## src/rtl/bsplit_pkg.sv

```systemverilog
package bsplit_pkg;
    typedef enum logic {
        OP_COPY = 1'b0,
        OP_FILL = 1'b1
    } op_e;
endpackage

```

## src/rtl/bsplit_yield.sv

```systemverilog
module bsplit_yield #(
    parameter int RUN_W = 5
) (
    input  logic             clk,
    input  logic             rst_n,
    input  logic             active_i,
    input  logic             fire_i,
    input  logic [RUN_W-1:0] limit_i,
    output logic             yield_o
);
    localparam int CNT_W = RUN_W + 1;

    typedef struct packed {
        logic [RUN_W-1:0] cnt;
        logic             yld;
    } yst_t;

    yst_t yst_d, yst_q;
    logic [CNT_W-1:0] next_cnt;

    always_comb begin
        yst_d    = yst_q;
        yst_d.yld = 1'b0;
        next_cnt = {1'b0, yst_q.cnt} + CNT_W'(1);
        if (fire_i) begin
            if (next_cnt >= {1'b0, limit_i}) begin
                yst_d.yld = 1'b1;
                yst_d.cnt = '0;
            end else begin
                yst_d.cnt = RUN_W'(next_cnt);
            end
        end else if (!active_i || yst_q.yld) begin
            yst_d.cnt = '0;
        end
    end

    always_ff @(posedge clk or negedge rst_n) begin
        if (!rst_n) begin
            yst_q <= '0;
        end else begin
            yst_q <= yst_d;
        end
    end

    assign yield_o = yst_q.yld;

    // the running count never reaches the limit it is compared against
    assert_run_bounded_R4: assert property (@(posedge clk) disable iff (!rst_n)
        (yst_q.cnt == '0) || (yst_q.cnt < limit_i));

    // a gap lasts a single cycle
    assert_gap_single_R4: assert property (@(posedge clk) disable iff (!rst_n)
        yst_q.yld |=> !yst_q.yld);
endmodule

```

## src/rtl/bsplit_lane.sv

```systemverilog
module bsplit_lane #(
    parameter int ADDR_W  = 32,
    parameter int LEN_W   = 16,
    parameter int BURST_W = 11,
    parameter int RUN_W   = 5
) (
    input  logic               clk,
    input  logic               rst_n,
    input  logic               start_i,
    input  logic [ADDR_W-1:0]  base_i,
    input  logic [LEN_W-1:0]   len_i,
    input  logic [BURST_W-1:0] max_i,
    input  logic [RUN_W-1:0]   limit_i,
    output logic               cmd_valid_o,
    input  logic               cmd_ready_i,
    output logic [ADDR_W-1:0]  cmd_addr_o,
    output logic [BURST_W-1:0] cmd_len_o,
    output logic               busy_o
);
    localparam int CMP_W = (LEN_W > BURST_W) ? LEN_W : BURST_W;

    typedef struct packed {
        logic [ADDR_W-1:0]  addr;
        logic [LEN_W-1:0]   remain;
        logic [BURST_W-1:0] maxb;
        logic [RUN_W-1:0]   lim;
    } lst_t;

    lst_t lst_d, lst_q;
    logic [BURST_W-1:0] eff_max;
    logic [CMP_W-1:0]   cut;
    logic [BURST_W-1:0] blen;
    logic               live;
    logic               yield_w;
    logic               fire;

    always_comb begin
        eff_max = (lst_q.maxb == '0) ? BURST_W'(1) : lst_q.maxb;
        cut     = (CMP_W'(lst_q.remain) < CMP_W'(eff_max)) ? CMP_W'(lst_q.remain)
                                                            : CMP_W'(eff_max);
        blen    = BURST_W'(cut);
        live    = (lst_q.remain != '0);
        fire    = live && !yield_w && cmd_ready_i;
        lst_d   = lst_q;
        if (start_i) begin
            lst_d.addr   = base_i;
            lst_d.remain = len_i;
            lst_d.maxb   = max_i;
            lst_d.lim    = limit_i;
        end else if (fire) begin
            lst_d.addr   = lst_q.addr + ADDR_W'(blen);
            lst_d.remain = lst_q.remain - LEN_W'(blen);
        end
    end

    always_ff @(posedge clk or negedge rst_n) begin
        if (!rst_n) begin
            lst_q <= '0;
        end else begin
            lst_q <= lst_d;
        end
    end

    bsplit_yield #(.RUN_W(RUN_W)) u_yield (
        .clk      (clk),
        .rst_n    (rst_n),
        .active_i (live),
        .fire_i   (fire),
        .limit_i  (lst_q.lim),
        .yield_o  (yield_w)
    );

    assign cmd_valid_o = live && !yield_w;
    assign cmd_addr_o  = lst_q.addr;
    assign cmd_len_o   = blen;
    assign busy_o      = live;

    // burst length is nonzero, within the size limit and within what is left
    assert_burst_len_R2: assert property (@(posedge clk) disable iff (!rst_n)
        cmd_valid_o |-> (cmd_len_o != '0) && (cmd_len_o <= eff_max) &&
                        (CMP_W'(cmd_len_o) <= CMP_W'(lst_q.remain)));

    // an offered command waits unchanged for its ready
    assert_cmd_hold_R5: assert property (@(posedge clk) disable iff (!rst_n)
        (cmd_valid_o && !cmd_ready_i) |=>
            (cmd_valid_o && $stable(cmd_addr_o) && $stable(cmd_len_o)));

    // an accepted burst moves the window forward by its own length
    assert_addr_advance_R2: assert property (@(posedge clk) disable iff (!rst_n)
        (cmd_valid_o && cmd_ready_i) |=>
            (lst_q.addr == $past(cmd_addr_o) + ADDR_W'($past(cmd_len_o))) &&
            (lst_q.remain == $past(lst_q.remain) - LEN_W'($past(cmd_len_o))));
endmodule

```

## src/rtl/burst_splitter.sv

```systemverilog
module burst_splitter
    import bsplit_pkg::*;
#(
    parameter int ADDR_W  = 32,
    parameter int LEN_W   = 16,
    parameter int BURST_W = 11,
    parameter int RUN_W   = 5,
    parameter int DATA_W  = 32
) (
    input  logic               clk,
    input  logic               rst_n,
    input  logic [BURST_W-1:0] cfg_rd_max_bytes,
    input  logic [BURST_W-1:0] cfg_wr_max_bytes,
    input  logic [RUN_W-1:0]   cfg_rd_run_limit,
    input  logic [RUN_W-1:0]   cfg_wr_run_limit,
    input  logic               req_valid,
    output logic               req_ready,
    input  logic               req_op,
    input  logic [ADDR_W-1:0]  req_src,
    input  logic [ADDR_W-1:0]  req_dst,
    input  logic [LEN_W-1:0]   req_len,
    input  logic [DATA_W-1:0]  req_fill,
    output logic               rd_cmd_valid,
    input  logic               rd_cmd_ready,
    output logic [ADDR_W-1:0]  rd_cmd_addr,
    output logic [BURST_W-1:0] rd_cmd_len,
    output logic               wr_cmd_valid,
    input  logic               wr_cmd_ready,
    output logic [ADDR_W-1:0]  wr_cmd_addr,
    output logic [BURST_W-1:0] wr_cmd_len,
    output logic               wr_cmd_fill,
    output logic [DATA_W-1:0]  wr_cmd_data,
    output logic               done
);
    typedef struct packed {
        logic              busy;
        logic              done;
        op_e               op;
        logic [DATA_W-1:0] fill;
    } tst_t;

    tst_t tst_d, tst_q;
    logic accept, nonzero, rd_start, wr_start;
    logic rd_busy, wr_busy;

    always_comb begin
        accept   = req_valid && !tst_q.busy;
        nonzero  = (req_len != '0);
        rd_start = accept && nonzero && (op_e'(req_op) == OP_COPY);
        wr_start = accept && nonzero;
        tst_d      = tst_q;
        tst_d.done = (accept && !nonzero) || (tst_q.busy && !rd_busy && !wr_busy);
        if (accept) begin
            tst_d.op   = op_e'(req_op);
            tst_d.fill = req_fill;
            tst_d.busy = nonzero;
        end else if (tst_q.busy && !rd_busy && !wr_busy) begin
            tst_d.busy = 1'b0;
        end
    end

    always_ff @(posedge clk or negedge rst_n) begin
        if (!rst_n) begin
            tst_q <= '{busy: 1'b0, done: 1'b0, op: OP_COPY, fill: '0};
        end else begin
            tst_q <= tst_d;
        end
    end

    bsplit_lane #(
        .ADDR_W(ADDR_W), .LEN_W(LEN_W), .BURST_W(BURST_W), .RUN_W(RUN_W)
    ) u_rd_lane (
        .clk         (clk),
        .rst_n       (rst_n),
        .start_i     (rd_start),
        .base_i      (req_src),
        .len_i       (req_len),
        .max_i       (cfg_rd_max_bytes),
        .limit_i     (cfg_rd_run_limit),
        .cmd_valid_o (rd_cmd_valid),
        .cmd_ready_i (rd_cmd_ready),
        .cmd_addr_o  (rd_cmd_addr),
        .cmd_len_o   (rd_cmd_len),
        .busy_o      (rd_busy)
    );

    bsplit_lane #(
        .ADDR_W(ADDR_W), .LEN_W(LEN_W), .BURST_W(BURST_W), .RUN_W(RUN_W)
    ) u_wr_lane (
        .clk         (clk),
        .rst_n       (rst_n),
        .start_i     (wr_start),
        .base_i      (req_dst),
        .len_i       (req_len),
        .max_i       (cfg_wr_max_bytes),
        .limit_i     (cfg_wr_run_limit),
        .cmd_valid_o (wr_cmd_valid),
        .cmd_ready_i (wr_cmd_ready),
        .cmd_addr_o  (wr_cmd_addr),
        .cmd_len_o   (wr_cmd_len),
        .busy_o      (wr_busy)
    );

    assign req_ready   = !tst_q.busy;
    assign done        = tst_q.done;
    assign wr_cmd_fill = (tst_q.op == OP_FILL);
    assign wr_cmd_data = tst_q.fill;

    // a fill request never reaches the read channel
    assert_fill_no_read_R6: assert property (@(posedge clk) disable iff (!rst_n)
        (tst_q.busy && (tst_q.op == OP_FILL)) |-> !rd_cmd_valid);

    // the end pulse comes only once both channels are quiet
    assert_done_quiet_R8: assert property (@(posedge clk) disable iff (!rst_n)
        done |-> (!rd_cmd_valid && !wr_cmd_valid && req_ready));
endmodule

```

## config.mk

```make
export PLATFORM = sky130hd
export DESIGN_NAME = burst_splitter
export DESIGN_NICKNAME = d
export VERILOG_FILES = /design/src/rtl/bsplit_pkg.sv /design/src/rtl/bsplit_yield.sv /design/src/rtl/bsplit_lane.sv /design/src/rtl/burst_splitter.sv
export SDC_FILE = /design/constraint.sdc
export NUM_CORES = 1
export LEC_CHECK = 0
export ABC_CLOCK_PERIOD_IN_PS = 5500
export BUFFER_PORTS_ARGS = -buffer_cell sky130_fd_sc_hd__buf_2
export CORE_MARGIN = 2
export CORE_UTILIZATION = 57
export CTS_BUF_LIST = sky130_fd_sc_hd__clkbuf_4 sky130_fd_sc_hd__clkbuf_8
export DETAILED_ROUTE_END_ITERATION = 10
export PLACE_DENSITY = 0.83
export SYNTH_ARGS = -nofsm -noshare
export SYNTH_HDL_FRONTEND = slang
export SYNTH_HIERARCHICAL = 1
export SYNTH_SLANG_ARGS = --single-unit
```

## constraint.sdc

```tcl
create_clock -name clk -period 5.5 [get_ports clk]
set_input_delay 1.1 -clock clk [delete_from_list [all_inputs] [get_ports clk]]
set_output_delay 1.1 -clock clk [all_outputs]
set_load 0.02 [all_outputs]
```

==> results by group, run 1 <==
Timing
  – Unrepaired setup endpoints after global routing: no
  – Fin crit share: 86.1%
  – Tmin final: 4.73 ns
  – Worst Max-Slew Pin Slew: 1.11 ns
  – Setup Skew: 0.0194 ns
  – Final Setup Violations: 0
  – Max-slew violation count: 0
  – Endpoints failing hold: 0
  – Final Worst Setup Slack: 0.767 ns
  – Fmax: 211 MHz
  – Slew margin rel.: 25.5%
  – Setup TNS: 0 ns

Status
  – Status: complete, no violations

Clock network
  – Post-CTS setup buffers: 0
  – H-tree levels: 4
  – Post-CTS resize count: 0
  – TritonCTS clock tree: built
  – CTS max path bufs: 2
  – Root Driver: clkbuf_8
  – Worst-Skew Late Latency: 0.47 ns
  – Clk sinks: 175
  – Clock transition at the registers of the reported paths: 0.11 ns
  – CTS buffer count: 17
  – CTS Hold Buffers Added: 0

Synth
  – Cell count after synthesis: 1299
  – Post-synth ARST share: 100%
  – Post-synth top area share: 35.5%
  – Syn Std Cell Area: 12300 um2
  – Area contributors post-synth: dfrtp_1 36%, ha_1 7.7%, buf_4 6.0%, mux2_4 4.6%, nand2_1 4.2%
  – Number of enable flip-flop cells after synthesis: 0
  – Mean Syn Cell Area: 9.49 um2
  – Post-synth top area cell: dfrtp_1
  – Syn nets: 1529
  – Synth Register Bits: 175
  – Post-synth cell types: 75
  – Sequential element share of the synthesized area: 35.5%
  – Synth warn: 6
  – Main synth FF type: dfrtp_1

Power
  – Clock power frac: 14.7%
  – Switching power: 0.00289 W
  – LEAKAGE: 6.45 nW
  – Pint: 0.00339 W
  – Net Sw Frac: 46.0%
  – Seq pwr share: 31.2%
  – Comb pwr share: 54.1%
  – Pwr per Cell Area: 463 nW/um2
  – Max IR drop VDD: 362 uV

Cells and area
  – Layout Nets: 1689
  – Area occupied by multi-input gates: 6780 um2
  – Final Non-Filler Cells: 1748
  – Layout cells sized above 1: 28.5%
  – Area grow syn2layout: 10.1%
  – Register Area: 4380 um2
  – Final Cell Area: 13600 um2
  – Fill cell count: 1771
  – Final core utilization: 64.2%

Worst setup path
  – Worst path bufs/invs: 1
  – CP max stage delay: 0.86 ns
  – CP delay by family, top: compound AO/OA/AOI/OAI gates
  – CP Max Fanout: 17
  – Data required time of the critical path: 5.84 ns
  – CP Launch Type: flip-flop
  – CP max-delay cell: o21ai_1
  – CP endpoint kind: flip-flop
  – Setup CP Type: reg -> reg
  – CP arrival: 5.08 ns
  – CP Cell Sequence: ha_1 -> a21oi_1 -> nor3b_1 -> or4b_4 -> nor3_1 -> a211oi_4 -> buf_4 -> mux2_4 -> ha_1 -> a21oi_1 -> nand2_1 -> o21ai_1 -> a2111oi_0 -> xnor2_1 -> o21ai_1

Floorplan
  – Die Area: 22800 um2
  – Chip Width: 151 um
  – Ports: 273
  – # rows: 53
  – Core box area: 21200 um2
  – Die height: 151 um
  – Starting density of the core: 58.3%

GRT
  – Initial antenna violation count: 0
  – Busiest grt layer: met2
  – First-pass GRT wire length: 47700 um
  – GR met3 Demand/Resource: 4.52%
  – Largest net degree at the start of global routing: 105
  – Met2 Resource Use GR: 45.3%
  – GRT overflow: 0
  – Vias in the first global route: 9844
  – Global-route usage over all layers: 26.2%
  – M1 GR Usage: 33.2%

Routing
  – DR WL/cell: 17.5 um
  – Overall routed net length: 30700 um
  – DR iter-0 viols: 653
  – Routed vias: 10300
  – TritonRoute pass-1 iters: 5
  – Via density: 5.89
  – DRC violations left: 0
  – DRT antenna net count: 0

Placed design
  – RD Place Congestion: 0.929
  – Dpl ws: 0.867 ns
  – Cell Area, Placed: 13200 um2
  – Detail Placement HPWL: 23100 um
  – # placed instances: 1715
  – Number of I/O port buffers: 272

Flow run
  – Max Cap Violations: 0

Hold path
  – Hold WC Path Type: reg -> reg
==> through the flow <==
stage / total power [W] / hold WS (ns)
final: 0.00629 / 0.511
after CTS: 0.00626 / 0.513
after global placement: 0.00520 / 0.485
after floorplan: 0.00462 / 0.481
after detailed placement: 0.00532 / 0.489
after global routing: 0.00673 / 0.528
==> synthesized netlist by cell type, drive strengths merged, types with 33 or more instances <==
cell type  count
mux2i         42
dfrtp        175
nor2          45
o21ai        129
xnor2         53
mux2          69
nor3          37
inv           50
a21oi         63
ha            76
nand2        139
buf          113
clkbuf        33
==> final cells by class <==
| type | count | area share, % |
|---|---|---|
| Sequential cell | 175 | 32.3 |
| Clock inverter | 15 | 1.20 |
| Timing Repair Buffer | 287 | 10.9 |
| Antenna cell | 1 | 0.0184 |
| Clock buffer | 17 | 1.72 |
| Tap cell | 275 | 2.54 |
| Inverter | 50 | 1.38 |
| Multi-Input combinational cell | 928 | 50.0 |
==> cell families after synthesis <==
family	share of synthesized area, %
simple gates	14.9
xor+xnor	5.33
flops	35.5
mux	10.9
buf+inv	9.71
fa+ha+maj	8.36
compound gates	15.3
==> metal layers <==
metal	vias to the layer above	part of all wire [%]
met4	0	2.2
met1	4934	41
met5	-	0
met2	432	49
li1	4878	-
met3	58	7.1
==> flip-flops by register name, summed over array words and instances (netlist names) <==
name / count
u_rd_lane/cmd_addr_o: 32
u_rd_lane/lst_q: 32
u_wr_lane/cmd_addr_o: 32
u_wr_lane/lst_q: 32
wr_cmd_data: 32
u_rd_lane/u_yield/yst_q: 5
u_wr_lane/u_yield/yst_q: 5
done: 1
tst_q: 1
u_rd_lane/u_yield/yield_o: 1
u_wr_lane/u_yield/yield_o: 1
wr_cmd_fill: 1
==> final timing paths <==
| path | cells past startpoint | slack [ns] | startpoint | endpoint |
|---|---|---|---|---|
| hold reg to reg | 1 | 0.51 | wr_cmd_data[17] | wr_cmd_data[17] |
| min in group asynchronous | 1 | 0.73 | rst_n | u_wr_lane/lst_q[3] |
| hold / removal | 1 | 0.51 | wr_cmd_data[17] | wr_cmd_data[17] |
| max in group asynchronous | 2 | 3.64 | rst_n | wr_cmd_data[17] |
| setup reg to reg | 15 | 0.77 | u_wr_lane/lst_q[25] | u_wr_lane/cmd_addr_o[17] |
| setup / recovery | 15 | 0.77 | u_wr_lane/lst_q[25] | u_wr_lane/cmd_addr_o[17] |
==> worst register-to-register path: stages (launching register included) <==
cell and delay (ns):
dfrtp_1 0.45, ha_1 0.32, a21oi_1 0.13, nor3b_1 0.06, or4b_4 0.52, nor3_1 0.28, a211oi_4 0.11, buf_4 0.26
mux2_4 0.33, ha_1 0.33, a21oi_1 0.17, nand2_1 0.08, o21ai_1 0.86, a2111oi_0 0.36, xnor2_1 0.26, o21ai_1 0.08
==> cells in the final DEF, fill, tap and decap left out, types with 7 or more instances in the layout <==
| master | n |
|---|---|
| a22o_1 | 7 |
| a21oi_1 | 63 |
| nor4_1 | 15 |
| nor3b_1 | 10 |
| inv_1 | 48 |
| clkbuf_8 | 17 |
| nand2b_1 | 11 |
| o211ai_1 | 9 |
| a211oi_1 | 13 |
| nor2_1 | 44 |
| o21ai_1 | 26 |
| buf_2 | 271 |
| o21ai_0 | 103 |
| o21a_1 | 10 |
| a21o_1 | 14 |
| a31oi_1 | 7 |
| xnor2_1 | 53 |
| mux2i_1 | 42 |
| nor2b_1 | 9 |
| nor3_1 | 35 |
| nand3_1 | 26 |
| mux2_2 | 30 |
| mux2_4 | 38 |
| a2111oi_0 | 8 |
| buf_4 | 15 |
| ha_1 | 76 |
| dfrtp_1 | 175 |
| and3_1 | 13 |
| nand2_1 | 139 |
| xor2_1 | 22 |
==> power groups by stage <==
stage | clock (W) | sequential [W] | combinational, W
2_1_floorplan | 0 | 0.00185 | 0.00277
3_3_place_gp | 0 | 0.00196 | 0.00324
3_5_place_dp | 0 | 0.00197 | 0.00334
4_1_cts | 0.000952 | 0.00195 | 0.00336
5_1_grt | 0.00101 | 0.00200 | 0.00373
6_report | 0.000925 | 0.00196 | 0.00340
Power figures use the tool's default switching activity.
==> run 2, diff against run 1 <==
RECOVER_POWER = 100   (was default)
==> run 2 against run 1 <==
The flow now finishes with violations (capacitance limit, slew limit). Count of clock-buffer cells in the layout unchanged. Sequential cell count unchanged. Clock skew increased by 0.00060 ns. Global-route usage unchanged. Fmax decreased by 2.7%. Non-clock buffer count unchanged. Sequential share of layout area increased by 0.94 points. Largest cell class unchanged. Cell area decreased by 2.8%. Clock power about the same.
==> results by group, run 2 (synthesized netlist as in run 1, its figures left out) <==
Power
  – Max IR drop VDD: 352 uV
  – Total power: 0.00615 W
  – Pwr per Cell Area: 467 nW/um2
  – LEAKAGE: 5.92 nW

Floorplan
  – Starting density of the core: 58.3%
  – Die height: 151 um
  – Core box area: 21200 um2
  – Chip Width: 151 um
  – Ports: 273
  – # rows: 53
  – Die Area: 22800 um2

Routing
  – DRC violations left: 0
  – DRT met1 WL: 13000 um
  – Routed vias: 10300
  – DR WL/cell: 17.6 um
  – Metal2 WL: 15000 um
  – DR iter-0 viols: 621
  – WL met3: 2130 um
  – Via density: 5.89
  – DR top layer: met4
  – DRT antenna net count: 0
  – TritonRoute pass-1 iters: 5
  – Overall routed net length: 30800 um

Worst setup path
  – Data required time of the critical path: 5.75 ns
  – CP endpoint kind: flip-flop
  – CP Launch Type: flip-flop
  – CP max-delay cell: a211oi_2
  – R2R setup slack: 0.64 ns
  – CP arrival: 5.12 ns
  – CP max stage delay: 0.74 ns
  – Register-to-Register Path Depth: 15
  – CP Max Fanout: 10
  – CP Cell Sequence: ha_1 -> a21oi_1 -> nor3b_1 -> or4b_1 -> nor3_1 -> a211oi_4 -> mux2i_1 -> ha_1 -> fa_1 -> a211oi_1 -> o21ai_0 -> a211oi_2 -> nor3_1 -> xnor2_1 -> o21ai_0
  – Setup CP Type: reg -> reg

Timing
  – Slew margin rel.: -79.4%
  – Setup TNS: 0 ns
  – Hold Slack: 0.495 ns
  – Worst Max-Slew Pin Slew: 2.69 ns
  – Tmin final: 4.86 ns
  – Unrepaired setup endpoints after global routing: no
  – Max-slew violation count: 338
  – Endpoints failing hold: 0
  – Fmax: 206 MHz
  – Final Setup Violations: 0
  – Fin crit share: 88.4%
  – Setup Skew: 0.0200 ns

GRT
  – First-pass GRT wire length: 47700 um
  – GRT overflow: 0
  – Initial antenna violation count: 0
  – Global-route usage over all layers: 26.2%
  – Largest net degree at the start of global routing: 105
  – Vias in the first global route: 9844

Cells and area
  – Layout Nets: 1689
  – Area grow syn2layout: 6.98%
  – Layout cells sized above 1: 16.6%
  – Final core utilization: 62.3%
  – Most frequent cells in the layout: 175 x dfrtp_1, 161 x buf_2, 139 x nand2_1, 121 x o21ai_0, 118 x clkbuf_1
  – Most common cell after layout, fill and taps aside: dfrtp_1

Status
  – Failing checks: capacitance limit, slew limit
  – Status: finished, violations left

Clock network
  – CTS Hold Buffers Added: 0
  – Worst-Skew Late Latency: 0.48 ns
  – CTS buffer count: 17
  – Clock transition at the registers of the reported paths: 0.10 ns
  – CTS max path bufs: 2
  – Post-CTS resize count: 0
  – Post-CTS setup buffers: 0
  – Root Driver: clkbuf_8
  – Clk sinks: 175
  – H-tree levels: 4
  – TritonCTS clock tree: built

Hold path
  – Worst hold stages: 1
  – Hold WC Path Type: reg -> reg

Placed design
  – Number of I/O port buffers: 272
  – Detail Placement HPWL: 23100 um
  – RD Place Congestion: 0.929

Flow run
  – Max Cap Violations: 6
[run 2: changes by cell type in the layout (fill, tap and decap cells not counted), moves of 10 or more]
cell      previous run  this run
mux2_1               1        45
clkbuf_1             0       118
mux2_2              30        20
buf_2              271       161
mux2_4              38         4
o21ai_1             26         8
o21ai_0            103       121
[run 2: metrics by stage]
stage / std cells / worst slack, ns / cell area (um2)
global route: 1747 / 0.367 / 13200
detailed placement: 1715 / 0.867 / 13200
global placement: 1715 / 1.00 / 13200
CTS: 1747 / 0.851 / 13600
finish: 1748 / 0.637 / 13200
floorplan: 1299 / 0.924 / 12300
[run 2: worst paths after layout]
check	end	startpoint
max reg2reg	u_wr_lane/cmd_addr_o[20]	u_wr_lane/lst_q[25]
min	wr_cmd_data[26]	wr_cmd_data[26]
min reg2reg	wr_cmd_data[26]	wr_cmd_data[26]
max	u_wr_lane/cmd_addr_o[20]	u_wr_lane/lst_q[25]
min in group asynchronous	u_wr_lane/lst_q[3]	rst_n
max in group asynchronous	wr_cmd_fill	rst_n
[run 2: layout make-up]
class                      instances  area [um2]
inverter                          50         188
tap                              275         344
fill                            1900        7970
sequential                       175        4380
timing repair buffer             287        1300
clock inverter                    15         163
antenna                            1        2.50
multi-input combinational        928        6580
clock buffer                      17         234
[run 2: worst max-delay path: cells and delay by family (launching register included)]
kind	cells	cell delay (ns)
adders and majority gates	3	1.01
xor gates and xnor gates	1	0.18
DFF	1	0.45
muxes	1	0.19
and+or+nand+nor	4	1.08
AOI/OAI and AO/OA	6	1.73
[run 2: report_power, final]
group,switching [W],internal (W),leakage [nW]
Combinational,0.00195,0.00133,3.54
Clock,0.000543,0.000383,0.198
Sequential,0.000380,0.00157,2.18
Total,0.00287,0.00328,5.92
[run 2: per-layer routing]
layer	vias to the layer above	GRT usage [%]
li1	4881	-
met1	4935	33.2
met2	422	45.3
met3	50	4.52
met4	0	9.21
met5	-	0
==> run 3, diff against run 2 <==
PLACE_DENSITY = 0.84   (was 0.83)
SYNTH_HIERARCHICAL = default   (was 1)
==> run 3 against run 2 <==
The flow still finishes with violations (capacitance limit, slew limit). Sequential power up 24%. Setup slack worse by 0.061 ns. First-iteration DRC count down 2.4%.
==> results by group, run 3 <==
Timing
  – Final Setup Violations: 0
  – Fin crit share: 89.5%
  – Setup TNS: 0 ns
  – Max-slew violation count: 304
  – Setup Skew: 0.0195 ns
  – Slew margin rel.: -86.9%
  – Endpoints failing hold: 0
  – Worst Max-Slew Pin Slew: 2.79 ns
  – Fmax: 203 MHz
  – Unrepaired setup endpoints after global routing: no
  – Tmin final: 4.92 ns

Clock network
  – H-tree levels: 4
  – CTS buffer count: 17
  – CTS Hold Buffers Added: 0
  – Root Driver: clkbuf_8
  – Post-CTS resize count: 0
  – Clock transition at the registers of the reported paths: 0.10 ns
  – Worst-Skew Late Latency: 0.48 ns
  – CTS max path bufs: 2
  – Clk sinks: 175
  – TritonCTS clock tree: built
  – Post-CTS setup buffers: 0

Power
  – Max IR drop VDD: 305 uV
  – LEAKAGE: 5.73 nW
  – Pwr per Cell Area: 594 nW/um2
  – Total power: 0.00777 W

Worst setup path
  – R2R Path End: u_wr_lane.lst_q[30]
  – R2r startpoint: u_wr_lane.lst_q[14]
  – Data required time of the critical path: 5.85 ns
  – CP Max Fanout: 20
  – CP endpoint kind: flip-flop
  – CP Launch Type: flip-flop
  – R2R setup slack: 0.58 ns
  – CP arrival: 5.28 ns
  – Setup CP Type: reg -> reg
  – Register-to-Register Path Depth: 16

Synth
  – Count leader, synth: dfrtp_1
  – Post-synth top area share: 36.3%
  – Post-synth top cells: 175 x dfrtp_1, 159 x nand2_1, 126 x o21ai_0
  – Main synth FF type: dfrtp_1
  – Number of enable flip-flop cells after synthesis: 0
  – Post-synth top area cell: dfrtp_1
  – Syn nets: 1556
  – Sequential element share of the synthesized area: 36.3%
  – Post-synth cell types: 72
  – Mean Syn Cell Area: 9.09 um2
  – Synth warn: 0
  – Area contributors post-synth: dfrtp_1 36%, ha_1 7.9%, buf_4 6.0%, o21ai_0 5.2%, nand2_1 5.0%
  – Cell count after synthesis: 1326
  – Post-synth ARST share: 100%
  – Synth Register Bits: 175
  – Syn Std Cell Area: 12100 um2

Routing
  – TritonRoute pass-1 iters: 5
  – DR top layer: met5
  – DRT antenna net count: 0
  – DRT met1 WL: 13400 um
  – WL met3: 2150 um
  – Via density: 5.87
  – Routed vias: 10400
  – Overall routed net length: 32000 um
  – DRC violations left: 0
  – Metal2 WL: 15600 um
  – DR WL/cell: 18.0 um
  – DR iter-0 viols: 606

GRT
  – Initial antenna violation count: 5
  – Global-route usage over all layers: 28.4%
  – First-pass GRT wire length: 50900 um
  – Largest net degree at the start of global routing: 102
  – GRT overflow: 0
  – Vias in the first global route: 10100

Floorplan
  – # rows: 53
  – Starting density of the core: 57.7%
  – Die height: 149 um
  – Ports: 273
  – Core box area: 20900 um2
  – Chip Width: 149 um
  – Die Area: 22300 um2

Hold path
  – Worst hold stages: 2
  – Hold WC Path Type: reg -> reg
  – Worst hold endpoint: u_rd_lane.lst_q[0]
  – Origin of the worst min-delay path: u_rd_lane.lst_q[0]

Cells and area
  – Most frequent cells in the layout: 175 x dfrtp_1, 167 x buf_2, 160 x nand2_1, 137 x o21ai_0, 111 x clkbuf_1
  – Area grow syn2layout: 8.52%
  – Layout cells sized above 1: 16.7%
  – Fill cell count: 1884
  – Layout Nets: 1716
  – Most common cell after layout, fill and taps aside: dfrtp_1

Status
  – Status: finished, violations left
  – Failing checks: capacitance limit, slew limit

Placed design
  – Detail Placement HPWL: 23700 um
  – Number of I/O port buffers: 272
  – RD Place Congestion: 0.974

Flow run
  – Max Cap Violations: 5
-- run 3: per-stage QoR --
| step | hold slack, ns | std cells | setup slack [ns] | util [%] | instance area, um2 |
|---|---|---|---|---|---|
| after floorplan | 0.447 | 1326 | 0.909 | - | 12100 |
| after global placement | 0.463 | 1742 | 1.07 | 62.0 | 13000 |
| after detailed placement | 0.480 | 1742 | 0.842 | 62.0 | 13000 |
| after CTS | 0.506 | 1774 | 0.829 | 63.9 | 13400 |
| after global routing | 0.523 | 1777 | 0.241 | 62.6 | 13100 |
| final | 0.503 | 1778 | 0.576 | 62.6 | 13100 |
-- run 3: worst max path at each step --
stage	endpoint	start	slack, ns	cells after the start
floorplan	u_wr_lane.lst_q[28]	u_wr_lane.lst_q[25]	0.91	17
global placement	u_wr_lane.lst_q[30]	u_wr_lane.lst_q[25]	1.07	15
detailed placement	u_wr_lane.lst_q[30]	u_wr_lane.lst_q[25]	0.84	15
CTS	u_wr_lane.lst_q[30]	u_wr_lane.lst_q[14]	0.83	16
global route	u_rd_lane.cmd_addr_o[23]	u_rd_lane.lst_q[15]	0.24	14
finish	u_wr_lane.lst_q[30]	u_wr_lane.lst_q[14]	0.58	16
-- run 3: area by class of cell --
cell class                 instances  area [um2]  share of cell area, %
clock buffer                      18         248                   1.89
tap                              275         344                   2.63
timing repair buffer             286        1320                   10.1
multi-input combinational        950        6430                   49.1
antenna                            4        10.0                 0.0765
clock inverter                    14         143                   1.09
sequential                       175        4380                   33.5
inverter                          56         210                   1.61
-- run 3: kinds of logic after synthesis --
| logic type | after synthesis | share of synthesized area (%) |
|---|---|---|
| muxes | 77 | 7.25 |
| DFF | 175 | 36.3 |
| buffers and inverters | 201 | 9.65 |
| adders and majority gates | 80 | 8.55 |
| and+or+nand+nor | 379 | 14.8 |
| xor gates and xnor gates | 73 | 5.30 |
| AOI/OAI and AO/OA | 341 | 18.1 |
-- run 3: critical path, cell delays in order, from the launching register on --
cell	delay, ns
dfrtp_1	0.41
inv_1	0.07
ha_1	0.30
nand3_1	0.11
nor3_1	0.39
o211ai_1	0.17
a211o_1	0.31
nand3_1	0.12
buf_4	0.32
mux2i_1	0.23
fa_1	0.48
a21o_1	0.19
a221oi_1	0.54
o21ai_0	0.29
a2111oi_0	0.58
xnor2_1	0.19
a21oi_1	0.08
-- run 3: report_power, final --
group	leakage [nW]	internal [W]	switching, W
Clock	0.198	0.000351	0.000562
Sequential	2.12	0.00182	0.000593
Combinational	3.41	0.00177	0.00268
-- run 3: layer usage --
| layer | up-vias | GRT usage (%) |
|---|---|---|
| li1 | 4960 | - |
| met1 | 5003 | 36.8 |
| met2 | 406 | 47.5 |
| met3 | 73 | 5.58 |
| met4 | 2 | 9.95 |
| met5 | - | 0 |
